--- config.mk ---
export PLATFORM = sky130hd
export DESIGN_NAME = sdi_tx_encoder
export DESIGN_NICKNAME = d
export VERILOG_FILES = /design/src/rtl/sdi_enc_pkg.sv /design/src/rtl/enc_scramble.sv /design/src/rtl/enc_nrzi.sv /design/src/rtl/sdi_tx_encoder.sv
export SDC_FILE = /design/constraint.sdc
export NUM_CORES = 1
export LEC_CHECK = 0
export BUFFER_PORTS_ARGS = -buffer_cell sky130_fd_sc_hd__buf_4
export CORE_ASPECT_RATIO = 1.1
export CORE_MARGIN = 4
export CORE_UTILIZATION = 30
export DETAILED_ROUTE_END_ITERATION = 8
export PLACE_DENSITY = 0.52
export SETUP_SLACK_MARGIN = 0.2
export SLEW_MARGIN = 20
export SYNTH_ARGS = -nofsm -noshare
export SYNTH_HDL_FRONTEND = slang
export SYNTH_HIERARCHICAL = 1
export SYNTH_SLANG_ARGS = --single-unit
--- constraint.sdc ---
create_clock -name clk -period 9.2 [get_ports clk]
set_clock_uncertainty 0.05 [all_clocks]
set_input_delay 1.38 -clock clk [delete_from_list [all_inputs] [get_ports clk]]
set_output_delay 1.38 -clock clk [all_outputs]
set_load 0.005 [all_outputs]
--- src/rtl/sdi_enc_pkg.sv ---
package sdi_enc_pkg;
  localparam int DEF_WORD_W   = 20;
  localparam int DEF_TAP_NEAR = 4;
  localparam int DEF_TAP_FAR  = 9;
endpackage

--- src/rtl/enc_scramble.sv ---
module enc_scramble #(
  parameter int WORD_W   = 20,
  parameter int TAP_NEAR = 4,
  parameter int TAP_FAR  = 9
) (
  input  logic              clk,
  input  logic              rst,
  input  logic              ce,
  input  logic [WORD_W-1:0] din,
  output logic [WORD_W-1:0] scr
);
  localparam int SPAN = WORD_W + TAP_FAR;

  // hist[TAP_FAR-1] is the most recent scrambled bit
  logic [TAP_FAR-1:0] hist;
  logic [TAP_FAR-1:0] hist_nxt;

  always_comb begin
    logic [SPAN-1:0] chain;
    chain = {{WORD_W{1'b0}}, hist};
    for (int i = 0; i < WORD_W; i++) begin
      chain[TAP_FAR+i] = din[i] ^ chain[TAP_FAR+i-TAP_NEAR] ^ chain[i];
    end
    scr      = chain[SPAN-1:TAP_FAR];
    hist_nxt = chain[SPAN-1:WORD_W];
  end

  always_ff @(posedge clk or posedge rst) begin
    if (rst)     hist <= '0;
    else if (ce) hist <= hist_nxt;
  end

  // history frozen while the enable is low
  a_r6_hist_hold: assert property (@(posedge clk) disable iff (rst)
    !ce |=> $stable(hist));

  generate
    if (WORD_W >= TAP_FAR) begin : g_carry_chk
      // bit 0 uses scrambled bits from the previous enabled word
      a_r4_word_carry: assert property (@(posedge clk) disable iff (rst)
        ($past(ce) && !$past(rst)) |->
        ((scr[0] ^ din[0]) == ($past(scr[WORD_W-TAP_NEAR]) ^ $past(scr[WORD_W-TAP_FAR]))));
    end
  endgenerate
endmodule

--- src/rtl/enc_nrzi.sv ---
module enc_nrzi #(
  parameter int WORD_W = 20
) (
  input  logic              prev_bit,
  input  logic [WORD_W-1:0] scr,
  output logic [WORD_W-1:0] line
);
  always_comb begin
    logic acc;
    acc = prev_bit;
    for (int i = 0; i < WORD_W; i++) begin
      acc     = acc ^ scr[i];
      line[i] = acc;
    end
  end
endmodule

--- src/rtl/sdi_tx_encoder.sv ---
module sdi_tx_encoder import sdi_enc_pkg::*; #(
  parameter int WORD_W   = DEF_WORD_W,
  parameter int TAP_NEAR = DEF_TAP_NEAR,
  parameter int TAP_FAR  = DEF_TAP_FAR
) (
  input  logic              clk,
  input  logic              rst,
  input  logic              ce,
  input  logic [WORD_W-1:0] din,
  output logic [WORD_W-1:0] q
);
  logic [WORD_W-1:0] scr;
  logic [WORD_W-1:0] line;

  enc_scramble #(.WORD_W(WORD_W), .TAP_NEAR(TAP_NEAR), .TAP_FAR(TAP_FAR)) u_scramble (
    .clk(clk), .rst(rst), .ce(ce), .din(din), .scr(scr)
  );

  // The last line bit of the previous word is q's top bit
  enc_nrzi #(.WORD_W(WORD_W)) u_nrzi (
    .prev_bit(q[WORD_W-1]), .scr(scr), .line(line)
  );

  always_ff @(posedge clk or posedge rst) begin
    if (rst)     q <= '0;
    else if (ce) q <= line;
  end

  // output frozen while the enable is low
  a_r6_out_hold: assert property (@(posedge clk) disable iff (rst)
    !ce |=> $stable(q));

  // first line bit of a word follows the last line bit of the previous word
  a_r2_line_link: assert property (@(posedge clk) disable iff (rst)
    ce |=> (q[0] == ($past(scr[0]) ^ $past(q[WORD_W-1]))));

  // a new scrambled word reaches q one enabled edge later
  a_r5_latency: assert property (@(posedge clk) disable iff (rst)
    ce |=> ((q[WORD_W-1] ^ $past(q[WORD_W-1])) == ^$past(scr)));
endmodule

### After elaboration in Yosys (flattened, before gate mapping)

Index checks and enable logic that the tools add are counted.

* bitwise gates (word level): 60

Operator list (count)
* $xor 1x1->1: 60

* output and inout bits: 20
* input bits: 23
* bits in registers: 29

### Longest topological paths before layout

* depth after elaboration: 22
* mapped depth: 9
* mapped depth without buffers: 9

### Modules after synthesis

Netlist, hierarchy kept.

Modules (own cells, without submodules)
* enc_scramble: cells each 64, times used 1, area each 913.4 µm², sequential area each 225.2 µm²
* sdi_tx_encoder: cells each 43, times used 1, area each 827.0 µm², sequential area each 500.5 µm²
* enc_nrzi: cells each 40, times used 1, area each 488.0 µm², sequential area each 0.0 µm²

### Worst setup path after synthesis

Ideal clock, no wire load.

* path type: in2reg
* start point: in din[1]
* end point: reg q[18]
* cell stages on the path: 8
* slack: 4929 ps
* required time: 9025 ps
* data arrival time: 4096 ps
* path buffers: 0
* setup time: 125 ps
* cell sequence: xnor3_2 -> xnor2_4 -> xnor3_2 -> xor2_1 -> xnor3_1 -> xnor3_2 -> xnor2_1 -> mux2_4

* elaborated cells on any way between the ends: 33

RTL lines
* from (decl): RTL line sdi_tx_encoder.sv:9 `input logic [WORD_W-1:0] din,`
* $xor 1x1->1 (*) (8 in series): RTL line enc_scramble.sv:22 `chain[TAP_FAR+i] = din[i] ^ chain[TAP_FAR+i-TAP_NEAR] ^ chain[i];`
* via scr[13]: RTL line sdi_tx_encoder.sv:12 `logic [WORD_W-1:0] scr;`
* $xor 1x1->1 (4 in series): RTL line enc_nrzi.sv:12 `acc = acc ^ scr[i];`
* $xor 1x1->1 (*) (2 in series): RTL line enc_nrzi.sv:12
* via line[18]: RTL line sdi_tx_encoder.sv:13 `logic [WORD_W-1:0] line;`
* to (signal assigned): RTL line sdi_tx_encoder.sv:26 `else if (ce) q <= line;`
* to (decl): RTL line sdi_tx_encoder.sv:10 `output logic [WORD_W-1:0] q`

Mark *: on every way through the listed nets, which the timed path passes. The rest lies on a longest branch.
A chain may end at the register's enable or synchronous reset.

### Worst setup path in the final report

* start point: in din[0]
* end point: reg q[17]

* elaborated cells on any way between the ends: 33

RTL lines (RTL line)
* $xor 1x1->1 (*) (2 in series): enc_scramble.sv:22
* $xor 1x1->1 (2 in series): enc_scramble.sv:22
* $xor 1x1->1 (*): enc_scramble.sv:22
* via scr[13]: sdi_tx_encoder.sv:12
* $xor 1x1->1 (4 in series): enc_nrzi.sv:12
* $xor 1x1->1 (*): enc_nrzi.sv:12
* via line[17]: sdi_tx_encoder.sv:13

Marked as above.

==> results.cfg <==
[logic_synthesis]
ys_ff_latch = 29
syn_nets = 170
synth_cells = 147
syn_area_per_cell_sq_um = 15.2
synth.cell_area_sq_um = 2230
yosysSeqAreaShare_pct = 32.6
ys_types = 14
yosys_warnings = 6

[run]
maxCapViolCount = 0

[clock_tree]
post-cts-setup-buffers = 0
cts_tree = done
cts_made_buffers = 5
root_buffer = clkbuf_8
cts_buffer_depth = 2
cts-resized-gates = 0
clk_pin_slew_ns = 0.06
insertion_delay_ns = 0.27
ctsHoldBuffers = 0
cts_num_sinks = 29
htreeDepth = 2

[sta]
finalHoldViolations = 0
tightest_slew_ns = 0.762
setup_viol = 0
max_slew_margin_pct = 49.1
rsz0062_at_grt = false
min_period_ns = 4.45
finalSetupTns_ns = 0
fmax_mhz = 225
finalCritPeriodShare_pct = 48.3
drv_slew = 0

[worst_hold_path]
whs_endpoint = q[0]
hold_class = reg -> reg
hold_depth = 1
min_from = q[0]

[cells_and_area]
antennaDiodeCount = 0
final_nets = 216
area_growth_pct = 21.3
drive_gt1_share_pct = 51.5

[detailed_routing]
drc = 0
vias = 1193
avgViaCountPerCell = 4.28
wl_per_cell_um = 15.3
drt_wl_total_mm = 4.27
drt_iter0_drc = 19
dr.pass1.iters = 4
ant_nets = 0

[critical_path]
cp_max_fo = 5
r2r_end = q[17]
required_ns = 9.31
crit_path_end_kind = register
crit_type = in -> reg
cp-start-kind = primary input
cp.arrival_ns = 4.56
reg2reg_from = u_scramble/hist[5]
rr_worst_depth = 8
rrSetupSlack_ns = 5.51

[global_route]
antenna_found_initial = 0
grt_pass1_wl_mm = 7.03
track_usage_pct = 10.5
grt_max_degree = 30
grt_pass1_vias = 1258
grt_overflow = 0

[floorplanning]
initial_utilization_pct = 31.3
die_x_um = 90.2
dieArea_sq_um = 8870
rows = 32
die_y_um = 98.4
core-area_sq_um = 7130
pin_count = 43

[place]
dp_hpwl_mm = 3.51
io_buffers = 42
gp_congestion = 0.759

[run_status]
status = completed
## through the flow
step,utilization (%),setup slack (ns),area [sq um],instances,hold WS (ns)
floorplan,-,4.93,2230,147,0.433
global placement,36.8,4.44,2620,271,0.453
detailed placement,36.8,4.45,2620,271,0.452
CTS,37.9,4.73,2700,279,0.470
global route,37.9,4.61,2700,279,0.479
finish,37.9,4.75,2700,279,0.464
## state kept, by name (all words and copies together) (netlist names)
register	cells
q	20
u_scramble/hist	9
## worst max-delay path by stage
| stage | depth (start not counted) | endpoint | startpoint |
|---|---|---|---|
| after floorplan | 8 | q[18] | din[1] |
| after global placement | 9 | q[18] | din[0] |
| after detailed placement | 9 | q[17] | din[0] |
| after CTS | 9 | q[17] | din[0] |
| after global routing | 9 | q[18] | din[0] |
| final | 9 | q[17] | din[0] |
## cell type report
class                   count  area [sq um]
inverters                  13          53.8
multi-input cells         102          1420
clock buffers               8          80.1
repair buffers             42           315
flip-flops and latches     29           726
fillers                   706          4420
well taps                  85           106
## cell usage after synthesis
| cell | number | area, sq um |
|---|---|---|
| buf_6 | 2 | 22.5 |
| xnor2_2 | 10 | 163 |
| xor2_1 | 15 | 131 |
| clkinv_4 | 1 | 8.76 |
| dfrtp_1 | 29 | 726 |
| xnor2_4 | 1 | 27.5 |
| mux2_4 | 20 | 300 |
| xnor3_2 | 10 | 238 |
| xnor2_1 | 27 | 236 |
| inv_2 | 2 | 7.51 |
| xnor3_1 | 10 | 225 |
| buf_1 | 1 | 3.75 |
| inv_1 | 10 | 37.5 |
| mux2_2 | 9 | 101 |
## per-layer routing
| layer | vias to the layer above | wire length, um | track usage [%] |
|---|---|---|---|
| met1 | 571 | 2080 | 14.3 |
| met3 | 8 | 204 | 3.00 |
| met5 | - | 0 | 0 |
| met4 | 0 | 67 | 3.89 |
| li1 | 579 | - | - |
| met2 | 35 | 1920 | 15.7 |
## cell families after synthesis
group | Yosys count | share of synthesized area [%]
xor+xnor | 73 | 45.8
buf+inv | 16 | 3.59
flops | 29 | 32.6
mux | 29 | 18.0
## cell usage in the layout (no fill, tap or decap)
cell type / instances
mux2_2: 9
inv_2: 2
xor2_1: 15
xnor2_2: 10
clkbuf_1: 3
xnor3_1: 10
inv_1: 10
clkinv_4: 1
dfrtp_1: 29
xnor3_2: 10
xnor2_4: 1
clkbuf_8: 5
buf_4: 42
xnor2_1: 27
mux2_4: 20
## critical path: stages
cell and delay [ns]:
buf_4 0.12, xnor3_2 0.44, xor2_1 0.38, xnor3_2 0.50, xor2_1 0.45, xnor3_1 0.45
xnor3_2 0.44, xnor2_1 0.15, mux2_4 0.26
Power is left out: the tool's default activity adds up to more than one toggle a clock period on the data nets, which glitch-free logic cannot reach.
